===== src/rtl/i2c_tgt_pkg.sv =====
package i2c_tgt_pkg;
  typedef enum logic [3:0] {
    ST_IDLE,
    ST_ADDR,
    ST_ACK_ADDR,
    ST_PTR,
    ST_ACK_PTR,
    ST_WR,
    ST_ACK_WR,
    ST_RD,
    ST_MACK,
    ST_SKIP
  } tgt_state_e;
endpackage


===== src/rtl/i2c_tgt_sync.sv =====
module i2c_tgt_sync #(
  parameter int STAGES = 2
) (
  input  logic clk_i,
  input  logic rst_ni,
  input  logic d_i,
  output logic q_o
);
  logic [STAGES-1:0] ff_q;

  // idle bus level is high, so reset to 1
  always_ff @(posedge clk_i or negedge rst_ni) begin
    if (!rst_ni) ff_q <= '1;
    else         ff_q <= {ff_q[STAGES-2:0], d_i};
  end

  assign q_o = ff_q[STAGES-1];
endmodule


===== src/rtl/i2c_tgt_cond.sv =====
module i2c_tgt_cond (
  input  logic clk_i,
  input  logic rst_ni,
  input  logic scl_s_i,
  input  logic sda_s_i,
  output logic scl_rise_o,
  output logic scl_fall_o,
  output logic start_o,
  output logic stop_o
);
  logic scl_q, sda_q;

  always_ff @(posedge clk_i or negedge rst_ni) begin
    if (!rst_ni) begin
      scl_q <= 1'b1;
      sda_q <= 1'b1;
    end else begin
      scl_q <= scl_s_i;
      sda_q <= sda_s_i;
    end
  end

  assign scl_rise_o = scl_s_i & ~scl_q;
  assign scl_fall_o = ~scl_s_i & scl_q;
  assign start_o    = scl_s_i & scl_q & sda_q & ~sda_s_i;
  assign stop_o     = scl_s_i & scl_q & ~sda_q & sda_s_i;
endmodule


===== src/rtl/i2c_word_target.sv =====
module i2c_word_target
  import i2c_tgt_pkg::*;
#(
  parameter logic [6:0] DEV_ADDR   = 7'b1101000,
  parameter int         AW         = 6,
  parameter int         DW         = 8,
  parameter int         SYNC_STAGES = 2
) (
  input  logic          clk_i,
  input  logic          rst_ni,
  input  logic          pwr_fail_i,
  input  logic          scl_i,
  input  logic          sda_i,
  output logic          sda_drive_low_o,
  output logic [AW-1:0] reg_addr_o,
  output logic          reg_we_o,
  output logic [DW-1:0] reg_wdata_o,
  input  logic [DW-1:0] reg_rdata_i
);
  localparam int CW = $clog2(DW + 1);
  localparam logic [CW-1:0] BITS_FULL = CW'(DW);
  localparam logic [CW-1:0] BIT_LAST  = CW'(DW - 1);

  logic scl_s, sda_s;
  logic scl_rise, scl_fall, start_c, stop_c;

  i2c_tgt_sync #(.STAGES(SYNC_STAGES)) u_sync_scl (
    .clk_i(clk_i), .rst_ni(rst_ni), .d_i(scl_i), .q_o(scl_s));
  i2c_tgt_sync #(.STAGES(SYNC_STAGES)) u_sync_sda (
    .clk_i(clk_i), .rst_ni(rst_ni), .d_i(sda_i), .q_o(sda_s));

  i2c_tgt_cond u_cond (
    .clk_i(clk_i), .rst_ni(rst_ni),
    .scl_s_i(scl_s), .sda_s_i(sda_s),
    .scl_rise_o(scl_rise), .scl_fall_o(scl_fall),
    .start_o(start_c), .stop_o(stop_c));

  tgt_state_e    state_q;
  logic [AW-1:0] ptr_q;
  logic [DW-1:0] shift_q, tx_q, wdata_q;
  logic [CW-1:0] cnt_q;
  logic          drv_q, rw_q, we_q, mack_q;

  always_ff @(posedge clk_i or negedge rst_ni) begin
    if (!rst_ni) begin
      state_q <= ST_IDLE;
      ptr_q   <= '0;
      shift_q <= '0;
      tx_q    <= '0;
      wdata_q <= '0;
      cnt_q   <= '0;
      drv_q   <= 1'b0;
      rw_q    <= 1'b0;
      we_q    <= 1'b0;
      mack_q  <= 1'b0;
    end else begin
      we_q <= 1'b0;
      if (pwr_fail_i) begin
        state_q <= ST_IDLE;
        ptr_q   <= '0;
        drv_q   <= 1'b0;
        cnt_q   <= '0;
      end else if (start_c) begin
        state_q <= ST_ADDR;
        cnt_q   <= '0;
        drv_q   <= 1'b0;
      end else if (stop_c) begin
        state_q <= ST_IDLE;
        drv_q   <= 1'b0;
      end else begin
        unique case (state_q)
          ST_ADDR, ST_PTR, ST_WR: begin
            if (scl_rise) begin
              shift_q <= {shift_q[DW-2:0], sda_s};
              cnt_q   <= cnt_q + 1'b1;
            end else if (scl_fall && cnt_q == BITS_FULL) begin
              cnt_q <= '0;
              if (state_q == ST_ADDR) begin
                if (shift_q[DW-1:1] == DEV_ADDR) begin
                  rw_q    <= shift_q[0];
                  drv_q   <= 1'b1;
                  state_q <= ST_ACK_ADDR;
                end else begin
                  state_q <= ST_SKIP;
                end
              end else if (state_q == ST_PTR) begin
                ptr_q   <= shift_q[AW-1:0];
                drv_q   <= 1'b1;
                state_q <= ST_ACK_PTR;
              end else begin
                we_q    <= 1'b1;
                wdata_q <= shift_q;
                drv_q   <= 1'b1;
                state_q <= ST_ACK_WR;
              end
            end
          end
          ST_ACK_ADDR: if (scl_fall) begin
            if (rw_q) begin
              tx_q    <= reg_rdata_i;
              drv_q   <= ~reg_rdata_i[DW-1];
              state_q <= ST_RD;
            end else begin
              drv_q   <= 1'b0;
              state_q <= ST_PTR;
            end
          end
          ST_ACK_PTR: if (scl_fall) begin
            drv_q   <= 1'b0;
            state_q <= ST_WR;
          end
          ST_ACK_WR: if (scl_fall) begin
            drv_q   <= 1'b0;
            ptr_q   <= ptr_q + 1'b1;
            state_q <= ST_WR;
          end
          ST_RD: if (scl_fall) begin
            if (cnt_q == BIT_LAST) begin
              cnt_q   <= '0;
              drv_q   <= 1'b0;
              state_q <= ST_MACK;
            end else begin
              cnt_q <= cnt_q + 1'b1;
              tx_q  <= {tx_q[DW-2:0], 1'b0};
              drv_q <= ~tx_q[DW-2];
            end
          end
          ST_MACK: begin
            if (scl_rise) begin
              mack_q <= ~sda_s;
              if (!sda_s) ptr_q <= ptr_q + 1'b1;
            end else if (scl_fall) begin
              if (mack_q) begin
                tx_q    <= reg_rdata_i;
                drv_q   <= ~reg_rdata_i[DW-1];
                state_q <= ST_RD;
              end else begin
                state_q <= ST_SKIP;
              end
            end
          end
          default: ;
        endcase
      end
    end
  end

  assign sda_drive_low_o = drv_q;
  assign reg_addr_o      = ptr_q;
  assign reg_we_o        = we_q;
  assign reg_wdata_o     = wdata_q;

  // power fail releases the line and clears the pointer
  a_r8_release_on_fail: assert property (@(posedge clk_i) disable iff (!rst_ni)
    pwr_fail_i |=> !sda_drive_low_o);
  a_r8_ptr_cleared: assert property (@(posedge clk_i) disable iff (!rst_ni)
    pwr_fail_i |=> reg_addr_o == '0);
  // one strobe per byte, address steady across it
  a_r9_we_single: assert property (@(posedge clk_i) disable iff (!rst_ni)
    reg_we_o |=> !reg_we_o);
  a_r9_addr_steady: assert property (@(posedge clk_i) disable iff (!rst_ni)
    (reg_we_o && !pwr_fail_i) |=> $stable(reg_addr_o));
  // pull-down only begins while SCL is low
  a_r2_drive_scl_low: assert property (@(posedge clk_i) disable iff (!rst_ni)
    $rose(sda_drive_low_o) |-> !scl_s);
endmodule


===== config.mk =====
export PLATFORM = sky130hd
export DESIGN_NAME = i2c_word_target
export DESIGN_NICKNAME = d
export VERILOG_FILES = /design/src/rtl/i2c_tgt_pkg.sv /design/src/rtl/i2c_tgt_sync.sv /design/src/rtl/i2c_tgt_cond.sv /design/src/rtl/i2c_word_target.sv
export SDC_FILE = /design/constraint.sdc
export NUM_CORES = 1
export LEC_CHECK = 0
export BUFFER_PORTS_ARGS = -buffer_cell sky130_fd_sc_hd__buf_2
export CORE_ASPECT_RATIO = 0.8
export CORE_MARGIN = 1
export CORE_UTILIZATION = 45
export DETAILED_ROUTE_END_ITERATION = 7
export SLEW_MARGIN = 20
export SYNTH_ARGS = -nofsm -noshare
export SYNTH_HDL_FRONTEND = slang
export SYNTH_SLANG_ARGS = --single-unit

===== constraint.sdc =====
create_clock -name clk_i -period 3.2 [get_ports clk_i]
set_input_delay 0.32 -clock clk_i [delete_from_list [all_inputs] [get_ports clk_i]]
set_output_delay 0.32 -clock clk_i [all_outputs]
set_load 0.05 [all_outputs]

== Yosys cells after proc, flatten, opt, wreduce, memory -nomap -nowiden ==
Index checks and enable logic that the tools add are counted.

* Bits of input ports: 13
* Output and inout port bits: 16
* Flip-flop bits (word level): 47
* Word-level logic and storage cells: 159

* Muxes and demuxes: 68
* Bitwise gates (word level): 19
* Eq/ne operators: 40
* $add $sub $neg: 2
* Reductions and logical operators: 16

{| class="wikitable"
|+ Operator list
! kind !! number
|-
| 4-bit 2-to-1 mux || 21
|-
| 6-bit 2-to-1 mux || 10
|-
| 7-bit 2-to-1 mux || 7
|-
| 5-bit inequality test (second input constant) || 9
|-
| 3-bit inequality test (second input constant) || 8
|-
| 1-bit 2-to-1 mux || 23
|-
| 7-bit one-hot mux with 3 select lines || 1
|-
| 4-bit by 3-bit equality test with 1-bit output (second input constant) || 5
|-
| 4-bit one-hot mux with 5 select lines || 1
|-
| 10-bit AND reduction || 2
|-
| 2-bit inequality test (second input constant) || 9
|-
| 6-bit one-hot mux with 3 select lines || 1
|-
| 8-bit AND reduction || 2
|-
| 1-bit inverter || 12
|-
| 11-bit AND reduction || 1
|-
| 5-bit AND reduction || 2
|-
| 9-bit AND reduction || 1
|-
| 4-bit by 2-bit equality test with 1-bit output (second input constant) || 2
|-
| 4-bit equality test (second input constant) || 2
|-
| 4-bit one-hot mux with 2 select lines || 1
|-
| 4-bit nonzero test || 2
|-
| 8-bit nonzero test || 1
|-
| 1-bit bitwise AND || 7
|-
| 7-bit equality test (second input constant) || 1
|-
| 14 further kinds || 14
|}

== Longest topological paths before layout ==
Gate-level depths: netlist (run 1).

* Depth after elaboration: 9
* Depth in mapped cells: 8
* Gate-level depth less buffers: 7

== Hierarchy ==
From an unflattened synthesis (run 1), not the netlist that was laid out.

* Cells, all modules: 249
* Area, all modules: 2558.7 um^2

{| class="wikitable"
|+ Modules (own cells, without submodules)
! module !! cells an instance !! instances !! area an instance (um^2) !! seq. area each (um^2)
|-
| i2c_word_target || 239 || 1 || 2368.5 || 1026.0
|-
| i2c_tgt_sync || 2 || 2 || 52.6 || 52.6
|-
| i2c_tgt_cond || 6 || 1 || 85.1 || 52.6
|}

== Worst setup path after synthesis (run 1) ==
Ideal clock, no wire load.

* Path kind: register -> register
* From: reg u_cond.scl_q
* To: reg wdata_q[0] (netlist: reg_wdata_o[0])
* Arrival: 1.990 ns
* Stages on the path, launching flop included: 9
* Slack: 1.085 ns
* Setup time: 0.125 ns
* Data required time: 3.075 ns
* Clock period less this slack: 2.115 ns
* Buffers on the path: 3
* Path through: dfstp_2 buf_6 nor2b_4 buf_4 and2_4 nand2_1 or4_1 buf_6 mux2_4

* Longest elaborated chain between the ends: 5
* Elaborated cells on any way between the ends: 13
* Those cells by class: bitwise: 11; reduce/logical: 2

{| class="wikitable"
|+ RTL lines
! element !! line !! RTL
|-
| from (decl) || i2c_tgt_cond.sv:11 || <nowiki>logic scl_q, sda_q;</nowiki>
|-
| from (signal assigned) || i2c_tgt_cond.sv:18 || <nowiki>scl_q <= scl_s_i;</nowiki>
|-
| 1-bit bitwise AND || i2c_tgt_cond.sv:25, i2c_tgt_cond.sv:26 ||
|-
| 1-bit bitwise AND (on tied branches) (2 in a row) || i2c_tgt_cond.sv:26, i2c_tgt_cond.sv:25 ||
|-
| 1-bit inverter (no source line) || n/a ||
|-
| 8-bit AND reduction (no source line) (*) || n/a ||
|-
| to (signal assigned) || i2c_word_target.sv:92 || <nowiki>wdata_q <= shift_q;</nowiki>
|-
| to (decl) || i2c_word_target.sv:40 || <nowiki>logic [DW-1:0] shift_q, tx_q, wdata_q;</nowiki>
|}

Every way passes the cells marked *; elsewhere a longest branch is shown, timed or not.
A chain may end at the register's enable or synchronous reset.

== Final worst setup path (run 1) ==
* From: reg u_cond.scl_q
* To: reg wdata_q[2] (netlist: reg_wdata_o[2])

The elaborated chain is that of the path after synthesis.

==> impl_results.md, run 1 <==
- Outcome: finished, final reports clean
- First-pass GRT wire length: 9240 microns
- LEAKAGE: 1.38 nW
- Final non-filler cell total: 354
- Switching Power: between 600 and 700 uW
- Antenna violations before repair: 0
- CTS Buffer Depth: 2
- Ys Warns: 0
- Syn avg cell area: around 11 sq um
- Netlist Area Pre-Place: between 0.002 and 0.003 sq mm
- H-tree levels: 2
- Worst R2R End: reg_wdata_o[2]$_DFFE_PN0P_
- Setup TNS: 0 ps
- FF-to-FF Start: u_cond.scl_q$_DFF_PN1_
- GP Congestion: about 0.83
- Slew Limit Fails: 0
- Crit path required time: roughly 3400 ps
- Worst-Margin Slew: 760 ps
- Worst Setup Start Kind: flip-flop
- Routed wire per std cell: around 15 microns
- Nets: 291
- Vias in the first global route: 1817
- Post-route ant nets: 0
- Most common cell after layout, fill and taps aside: dfrtp_1
- Unrepaired setup endpoints after global routing: false
- Post-synth EDFFs: 0
- Fmax: just over 0.4 GHz
- Internal: 1.17 mW
- Sequential share of the synthesized area: between 40% and 50%
- Die Area: 0.00625 sq mm
- Gr ovfl total: 0
- Final min period: roughly 2400 ps
- Sw Ratio: 36.8%
- Crit path DAT: 2610 ps
- Post-cts sizing count: 0
- Clock share of power: 23.6%
- DRC viols: 0
- Crit Path Category: flip-flop to flip-flop
- Placeable Area: 0.00559 sq mm
- Critical Path Start: u_cond.scl_q$_DFF_PN1_
- Final Hold Vio Count: 0
- Length of routed met3 wiring: around 260 microns
- Placed Cells: approximately 350
- P per Cell Area: approximately 620 mW/mm^2
- Design Area, Final: 0.00298 sq mm
- Clk sinks: 47
- GRT Total Usage: 19.2%
- DIE HEIGHT: 70.9 microns
- Wl on met1: around 3000 microns
- Layout cells sized above 1: 30.8%
- CTS tree: yes
- Cell depth of the worst flop-to-flop path: 5
- Top sig layer: met4
- CP Capture Type: flip-flop
- Final period util: 75.8%
- Post-CTS Setup Inserts: 0
- R2R setup slack: 770 ps
- Dpl ws: 781 ps
- I/O pin count: 29
- Commonest non-fill, non-tap cells in the layout: 41 x dfrtp_1, 27 x buf_2, 25 x mux2_2, 18 x nand2_1
- Vias: slightly below 2000
- Post-Route WL: 5460 microns
- Net Count, Synth: between 200 and 300
- Initial Utilization: 47.8%
- Final HPWL DP: 3890 microns
- Critical path destination: reg_wdata_o[2]$_DFFE_PN0P_
- Synth cell types: 57
- Die width: 88.1 microns
- Setup violators final: 0
- ANT cells: 0
- Clock transition at path regs: 90 ps
- Drt pass-1 iters: 4
- Maxcap violations: 0
- Worst Skew: 4.64 ps
- Placed cell areas: 0.00286 sq mm
- Worst hold path type: input port to async pin
- Rel. slew slack: 48.7%
- DR iter-0 viols: 148
- FF+latch count, synth: 47
- Vias per cell: 5.61
- Cells after synthesis: 249
- Count of input and output buffers: 28
- CP Max Fanout: 9
- Seq pwr share: 43.4%
- Cts hold-fix bufs: 0
- Later-pin clock latency in the skew report: 300 ps
- Pin count of the biggest net entering global routing: 48
- Core Rows: 24
- Asr flop ratio synth: 100%
- Met2 wire len: 2170 microns
- Synth Flop Type: dfrtp_1
- Logic pwr share: between 30 and 40%
- Final worst slack: 774 ps
- Max IR drop VDD: 0.000295 V
- FILL cells: 511
- Clock root cell: clkbuf_8
- CTS buffer count: 5
- Power Total: 1.85 mW
- Layout area overhead: 11.4%
routing by layer:
metal	global-route usage (%)	vias to the layer above
met3	4.32	6
met1	31.2	945
met4	5.02	0
li1	-	986
met2	25.2	48
met5	0	-
power by group through the flow:
stage	registers [mW]	logic (mW)	clock network, mW
after global routing	0.821	0.671	0.474
after global placement	0.809	0.599	0
final	0.801	0.608	0.436
after floorplan	0.778	0.475	0
after detailed placement	0.812	0.601	0
after CTS	0.800	0.604	0.449
stage by stage:
| step | utilization, % | hold WS, ps |
|---|---|---|
| 6_report | 53.3 | 15.2 |
| 5_1_grt | 53.3 | 56.9 |
| 4_1_cts | 53.2 | 103 |
| 3_5_place_dp | 51.2 | 347 |
| 3_3_place_gp | 51.2 | 347 |
| 2_1_floorplan | - | 24.4 |
how the worst min path moves through the flow:
stage | from | to | slack [ps]
floorplan | rst_ni | cnt_q[0]$_DFFE_PN0P_ | 20
global placement | u_sync_sda.ff_q[0]$_DFF_PN1_ | u_sync_sda.ff_q[1]$_DFF_PN1_ | 350
detailed placement | u_sync_sda.ff_q[0]$_DFF_PN1_ | u_sync_sda.ff_q[1]$_DFF_PN1_ | 350
CTS | scl_i | u_sync_scl.ff_q[0]$_DFF_PN1_ | 100
global route | rst_ni | reg_wdata_o[6]$_DFFE_PN0P_ | 60
finish | rst_ni | reg_wdata_o[6]$_DFFE_PN0P_ | 20
Yosys cell counts, types with 4 or more instances:
cell / count / share of area [%]
nor3_1: 7 / 1.3
mux2i_1: 5 / 1.9
a31oi_1: 5 / 1.2
mux2_4: 8 / 4.5
a21oi_1: 11 / 2.1
clkbuf_1: 4 / 0.56
nand3_1: 7 / 1.3
o31ai_1: 4 / 1.1
o311ai_0: 6 / 2.0
inv_1: 9 / 1.3
mux2_2: 25 / 11
o21ai_0: 9 / 1.7
nor3b_1: 6 / 1.7
nand2b_1: 4 / 0.94
nor2_1: 11 / 1.5
buf_2: 5 / 0.94
dfstp_2: 6 / 5.9
nor2b_1: 5 / 1.2
nand2_1: 18 / 2.5
dfrtp_1: 41 / 38
critical path, cell delays in order, from the launching register on:
cell     delay, ps
dfstp_2        640
nor2b_4        250
and2_4         190
nand2_1         80
or4_1          760
mux2_4         390
layout make-up:
class,instances,area (sq um),share of cell area (%)
clock buffer,5,68.8,2.31
clock inverter,3,43.8,1.47
inverter,9,33.8,1.14
multi-input combinational,179,1370,46.0
sequential,47,1180,39.8
tap,78,97.6,3.28
timing repair buffer,33,180,6.06
logic make-up after synthesis:
group / count (synthesis) / synth area share (%)
xor gates and xnor gates: 1 / 0.328
AOI/OAI and AO/OA: 56 / 15.0
DFF: 47 / 44.3
muxes: 38 / 16.9
and+or+nand+nor: 81 / 17.5
buffers and inverters: 23 / 4.45
adders and majority gates: 3 / 1.41
flip-flops by register name, summed over array words and instances (netlist names), 2 cells and up:
register,count
reg_addr_o,6
reg_wdata_o,8
shift_q,8
u_sync_sda.ff_q,2
tx_q,7
cnt_q,4
u_sync_scl.ff_q,2
state_q,4
Power figures use the tool's default switching activity.
==> inputs of run 2 (changes only) <==
--- a/config.mk
+++ b/config.mk
@@ -10,6 +10,7 @@
 export CORE_MARGIN = 1
 export CORE_UTILIZATION = 45
 export DETAILED_ROUTE_END_ITERATION = 7
+export PLACE_DENSITY = 0.66
 export SLEW_MARGIN = 20
 export SYNTH_ARGS = -nofsm -noshare
 export SYNTH_HDL_FRONTEND = slang
==> constraint.sdc (replaced) <==
create_clock -name clk_i -period 2.2 [get_ports clk_i]
set_input_delay 0.22 -clock clk_i [delete_from_list [all_inputs] [get_ports clk_i]]
set_output_delay 0.22 -clock clk_i [all_outputs]
set_load 0.05 [all_outputs]
==> run 2 against run 1 <==
  * The run now ends with hold timing left
  * First-iteration DRC count down 23%
  * Combinational power increased by 73%
  * Non-clock buffer count rose by 23
  * Clock power rose by 52%
  * Fmax rose by 18%
  * Routed wire length increased by 3.7%
  * Die area unchanged
  * Clock skew up 5.7 ps
  * Utilization up 3.4 points
  * Design area is 6.4% higher
  * Critical path type unchanged
  * Critical endpoint unchanged
  * Largest power group unchanged
  * Highest routed layer unchanged
==> impl_results.md, run 2 (same netlist as run 1, synthesis figures left out) <==
- Design Area, Final: 0.00317 sq mm (was 0.00298 sq mm)
- GRT Total Usage: 19.6% (was 19.2%)
- I/O pin count: 29 (unchanged)
- Min Hold Slack: -13.0 ps (was 15.2 ps)
- Fmax: 0.485 GHz (was 0.412 GHz)
- Worst Setup Start Kind: flip-flop (unchanged)
- Later-pin clock latency in the skew report: 310 ps (was 300 ps)
- Final core utilization: 56.7% (was 53.3%)
- Most common cell after layout, fill and taps aside: dfrtp_1 (unchanged)
- Final min period: 2060 ps (was 2430 ps)
- CTS buffer count: 5 (unchanged)
- Count of input and output buffers: 28 (unchanged)
- CP Max Fanout: 5 (was 9)
- ANT cells: 0 (unchanged)
- Placed cell areas: 0.00301 sq mm (was 0.00286 sq mm)
- Slew Limit Fails: 0 (unchanged)
- Clk sinks: 47 (unchanged)
- Setup violators final: 0 (unchanged)
- Maxcap violations: 0 (unchanged)
- Worst-Margin Slew: 568 ps (was 760 ps)
- Crit path required time: 2400 ps (was 3390 ps)
- Placeable Area: 0.00559 sq mm (unchanged)
- Commonest non-fill, non-tap cells in the layout: 41 x dfrtp_1, 28 x buf_2, 25 x mux2_2, 24 x buf_4, 18 x nand2_1 (was 41 x dfrtp_1, 27 x buf_2, 25 x mux2_2, 18 x nand2_1)
- Core Rows: 24 (unchanged)
- Post-route ant nets: 0 (unchanged)
- Unrepaired setup endpoints after global routing: false (unchanged)
- Pin count of the biggest net entering global routing: 48 (unchanged)
- GP Congestion: 0.868 (was 0.835)
- Outcome: finished with violations (was finished, final reports clean)
- Vias: 2123 (was 1985)
- Layout area overhead: 18.6% (was 11.4%)
- Clock root cell: clkbuf_8 (unchanged)
- Max IR drop VDD: 0.000415 V (was 0.000295 V)
- Final HPWL DP: 3970 microns (was 3890 microns)
- DRC viols: 0 (unchanged)
- Initial Utilization: 47.8% (unchanged)
- Post-CTS Setup Inserts: 0 (unchanged)
- Routed wire per std cell: 15.0 microns (was 15.4 microns)
- Antenna violations before repair: 0 (unchanged)
- LEAKAGE: 1.50 nW (was 1.38 nW)
- Final Hold Vio Count: 35 (was 0)
- CTS tree: yes (unchanged)
- Setup TNS: 0 ps (unchanged)
- H-tree levels: 2 (unchanged)
- Vias per cell: 5.63 (was 5.61)
- Violated checks: hold timing
- Dpl ws: 84.1 ps (was 781 ps)
- Worst hold path type: input port to async pin (unchanged)
- Crit Path Category: flip-flop to flip-flop (unchanged)
- Gr ovfl total: 0 (unchanged)
- Clock transition at path regs: 100 ps (was 90 ps)
- Die Area: 0.00625 sq mm (unchanged)
- Post-Route WL: 5660 microns (was 5460 microns)
- Nets: 314 (was 291)
- DR iter-0 viols: 114 (was 148)
- Drt pass-1 iters: 4 (unchanged)
- Final worst slack: 140 ps (was 774 ps)
- Rel. slew slack: 62.1% (was 48.7%)
- CP Capture Type: flip-flop (unchanged)
- Crit path DAT: 2260 ps (was 2610 ps)
- CTS Buffer Depth: 2 (unchanged)
- Final period util: 93.6% (was 75.8%)
- First-pass GRT wire length: 9540 microns (was 9240 microns)
- P per Cell Area: 899 mW/mm^2 (was 620 mW/mm^2)
- Layout cells sized above 1: 35.8% (was 30.8%)
- Cell depth of the worst flop-to-flop path: 8 (was 5)
- Die width: 88.1 microns (unchanged)
- Vias in the first global route: 1973 (was 1817)
- Worst Skew: 10.3 ps (was 4.64 ps)
- DIE HEIGHT: 70.9 microns (unchanged)
==> run 2: critical path, stage by stage, from the launching register on <==
cell and delay, ps:
dfrtp_1 410, inv_1 90, ha_1 130, and3b_1 180
and2_4 170, nand2_1 70, or4_4 450, buf_6 160
mux2_4 290
==> run 2: cell type report <==
cell class | count | area, sq um
clock buffer | 5 | 68.8
clock inverter | 3 | 47.5
fill | 499 | 2420
inverter | 9 | 33.8
multi-input combinational | 179 | 1370
sequential | 47 | 1180
tap | 78 | 97.6
timing repair buffer | 56 | 363
==> run 2: power by group <==
| group | leakage, nW | switching (mW) | total, mW | internal (mW) |
|---|---|---|---|---|
| Sequential | 0.626 | 0.145 | 1.13 | 0.988 |
| Combinational | 0.812 | 0.580 | 1.05 | 0.471 |
| Clock | 0.0587 | 0.317 | 0.662 | 0.345 |
==> run 2: path summary, 6_finish.rpt <==
kind	slack, ps	startpoint	endpoint
min reg2reg	360	u_sync_sda.ff_q[0]$_DFF_PN1_	u_sync_sda.ff_q[1]$_DFF_PN1_
max	140	cnt_q[0]$_DFFE_PN0P_	reg_wdata_o[2]$_DFFE_PN0P_
max reg2reg	140	cnt_q[0]$_DFFE_PN0P_	reg_wdata_o[2]$_DFFE_PN0P_
max in group asynchronous	1820	rst_ni	u_cond.scl_q$_DFF_PN1_
min	-10	rst_ni	reg_wdata_o[2]$_DFFE_PN0P_
min in group clk_i	250	reg_rdata_i[0]	tx_q[0]$_DFFE_PN0P_
==> run 2: per-layer routing <==
layer | global-route usage, % | wire length, microns
met5 | 0 | 0
met4 | 4.48 | 25
met3 | 3.62 | 335
met2 | 27.5 | 2430
met1 | 31.2 | 2870
==> run 2: per-stage QoR <==
step	std cells	power (mW)
after floorplan	249	1.82
after global placement	366	2.16
after detailed placement	366	2.17
after CTS	375	2.84
after global routing	377	3.02
final	377	2.85
==> run 2: timing repair <==
| action | 4_1_cts | 5_1_grt |
|---|---|---|
| endpoints found under the setup margin | 0 | 10 |
| hold buffers | 1 | 1 |
| hold endpoints to repair | 1 | 1 |
| resized for setup | 0 | 7 |
==> inputs of run 3 (changes only) <==
--- a/config.mk
+++ b/config.mk
@@ -8,9 +8,10 @@
 export BUFFER_PORTS_ARGS = -buffer_cell sky130_fd_sc_hd__buf_2
 export CORE_ASPECT_RATIO = 0.8
 export CORE_MARGIN = 1
-export CORE_UTILIZATION = 45
+export CORE_UTILIZATION = 41
 export DETAILED_ROUTE_END_ITERATION = 7
-export PLACE_DENSITY = 0.66
+export REMOVE_ABC_BUFFERS = 1
+export SKIP_CTS_REPAIR_TIMING = 1
 export SLEW_MARGIN = 20
 export SYNTH_ARGS = -nofsm -noshare
 export SYNTH_HDL_FRONTEND = slang
==> run 3 against run 2 <==
  * Setup slack got worse by 61 ps
  * Clock power down 1%
  * Count of clock-buffer cells in the layout unchanged
  * The run now ends clean
  * Sequential share of layout area fell by 0.21 points
  * Die area is 9.5% higher
  * Combinational power barely moved
  * Via count fell by 0.71%
  * Global-route usage decreased by 1.0 points
  * Clock skew is essentially flat
==> impl_results.md, run 3 (same netlist as run 1, synthesis figures left out) <==
- Post-Route WL: 5950 microns (was 5660 microns)
- Commonest non-fill, non-tap cells in the layout: 40 x dfrtp_1, 28 x buf_2, 25 x mux2_2, 22 x buf_4, 17 x nand2_1 (was 41 x dfrtp_1, 28 x buf_2, 25 x mux2_2, 24 x buf_4, 18 x nand2_1)
- Kind of cell adding the most delay to the critical path: simple AND/OR/NAND/NOR gates (unchanged)
- Worst Path Buf+Inv: 2 (unchanged)
- Final period util: 96.4% (was 93.6%)
- P per Cell Area: 894 mW/mm^2 (was 899 mW/mm^2)
- Later-pin clock latency in the skew report: 300 ps (was 310 ps)
- Vias per cell: 5.56 (was 5.63)
- CP Max Fanout: 4 (was 5)
- ANT cells: 0 (unchanged)
- Critical Path Start: cnt_q[0]$_DFFE_PN0P_ (unchanged)
- Nets: 313 (was 314)
- R2R setup slack: 80 ps (was 140 ps)
- Setup violators final: 0 (unchanged)
- Crit Path Category: flip-flop to flip-flop (unchanged)
- FILL cells: 579 (was 499)
- CP Capture Type: flip-flop (unchanged)
- Final HPWL DP: 4320 microns (was 3970 microns)
- Logic pwr share: 37.4% (was 36.9%)
- Final Hold Vio Count: 0 (was 35)
- I/O pin count: 29 (unchanged)
- Worst path cell trace: inv_1, ha_1, and3b_1, and2_4, nand2_2, or4_4, buf_4, mux2_4 (was inv_1, ha_1, and3b_1, and2_4, nand2_1, or4_4, buf_6, mux2_4)
- Initial Utilization: 43.8% (was 47.8%)
- Layout area overhead: 19.4% (was 18.6%)
- DIE HEIGHT: 74.2 microns (was 70.9 microns)
- Final non-filler cell total: 379 (was 377)
- Crit path required time: 2390 ps (was 2400 ps)
- Layout cells sized above 1: 36.6% (was 35.8%)
- Core Rows: 25 (was 24)
- Min-delay src: reg_rdata_i[5]
- Sw Ratio: 36.8% (was 36.6%)
- Final min period: 2120 ps (was 2060 ps)
- Vias: 2108 (was 2123)
- Fmax: 0.471 GHz (was 0.485 GHz)
- Final worst slack: 79.0 ps (was 140 ps)
- Rel. slew slack: 64.2% (was 62.1%)
- Switching Power: 1.05 mW (was 1.04 mW)
- Clk sinks: 47 (unchanged)
- Antenna violations before repair: 0 (unchanged)
- Placed Cells: 366 (unchanged)
- Post-route ant nets: 0 (unchanged)
- LEAKAGE: 1.49 nW (was 1.50 nW)
- Pin count of the biggest net entering global routing: 26 (was 48)
- Setup TNS: 0 ps (unchanged)
- Drt pass-1 iters: 4 (unchanged)
- Count of input and output buffers: 28 (unchanged)
- Worst hold path type: input port to flip-flop (was input port to async pin)
- Outcome: finished, final reports clean (was finished with violations)
- Slowest stage delay, CP: 500 ps (was 450 ps)
- Worst Setup Start Kind: flip-flop (unchanged)
- Worst Skew: 10.1 ps (was 10.3 ps)
- Vias in the first global route: 1953 (was 1973)
- Dpl ws: 56.3 ps (was 84.1 ps)
- Maxcap violations: 0 (unchanged)
- First-pass GRT wire length: 9790 microns (was 9540 microns)
- Seq pwr share: 39.6% (was 39.8%)
- H-tree levels: 2 (unchanged)
- CTS tree: yes (unchanged)
- Max IR drop VDD: 0.000461 V (was 0.000415 V)
- Critical-path top delay cell: or4_4 (unchanged)
- Die width: 92.2 microns (was 88.1 microns)
- CTS Buffer Depth: 2 (unchanged)
- Clock share of power: 23.0% (was 23.3%)
- DRC viols: 0 (unchanged)
- Placeable Area: 0.00610 sq mm (was 0.00559 sq mm)
- Gr ovfl total: 0 (unchanged)
- Final core utilization: 52.2% (was 56.7%)
- Slew Limit Fails: 0 (unchanged)
- Most common cell after layout, fill and taps aside: dfrtp_1 (unchanged)
- Power Total: 2.85 mW (about the same)
- Crit path DAT: 2310 ps (was 2260 ps)
- CTS buffer count: 5 (unchanged)
- GRT Total Usage: 18.6% (was 19.6%)
- Unrepaired setup endpoints after global routing: false (unchanged)
- Die Area: 0.00684 sq mm (was 0.00625 sq mm)
- Routed wire per std cell: 15.7 microns (was 15.0 microns)
- FF-to-FF Start: cnt_q[0]$_DFFE_PN0P_ (unchanged)
- Clock transition at path regs: 100 ps (about the same)
- DR iter-0 viols: 154 (was 114)
- Clock root cell: clkbuf_8 (unchanged)
- Internal: 1.80 mW (about the same)
- Worst-Margin Slew: 537 ps (was 568 ps)
- GP Congestion: 0.873 (was 0.868)
## run 3: worst paths after layout
kind	to	cells after the start
max	reg_wdata_o[0]$_DFFE_PN0P_	8
min reg2reg	u_sync_scl.ff_q[1]$_DFF_PN1_	0
min	tx_q[5]$_DFFE_PN0P_	3
min in group asynchronous	tx_q[2]$_DFFE_PN0P_	2
max in group asynchronous	state_q[0]$_DFFE_PN0P_	3
max reg2reg	reg_wdata_o[0]$_DFFE_PN0P_	8
## run 3: layout make-up
| type | instances | area (sq um) | share of cell area [%] |
|---|---|---|---|
| timing repair buffer | 55 | 367 | 11.5 |
| clock inverter | 3 | 46.3 | 1.45 |
| sequential | 47 | 1180 | 37.2 |
| tap | 81 | 101 | 3.18 |
| inverter | 9 | 33.8 | 1.06 |
| multi-input combinational | 179 | 1390 | 43.5 |
| clock buffer | 5 | 68.8 | 2.16 |
## run 3: power by group through the flow
| stage | Combinational, mW | Clock [mW] | Sequential, mW |
|---|---|---|---|
| final | 1.07 | 0.655 | 1.13 |
| after global routing | 1.18 | 0.709 | 1.15 |
| after detailed placement | 1.02 | 0 | 1.14 |
| after floorplan | 0.555 | 0 | 1.21 |
| after CTS | 1.03 | 0.668 | 1.13 |
| after global placement | 1.02 | 0 | 1.14 |
## run 3: routing by layer
metal  GRT usage [%]  share of wire [%]  wire (microns)  vias to the layer above
met3            3.48                5.2             309                        6
met1            28.5                 53            3140                     1022
met5               0                  0               0                        -
li1                -                  -               -                     1022
met2            26.5                 41            2440                       58
met4            5.56               0.99              59                        0
## run 3: worst reg2reg max path: stages (launching register included)
cell and delay, ps:
dfrtp_1 400, inv_1 90, ha_1 140, and3b_1 180
and2_4 170, nand2_2 70, or4_4 500, buf_4 180
mux2_4 290
## run 3: metrics by stage
step | area, sq um | hold WS, ps
final | 3190 | 265
after global routing | 3190 | 269
after CTS | 3120 | -95.5
after detailed placement | 3000 | 237
after global placement | 3000 | 231
after floorplan | 2580 | -75.6
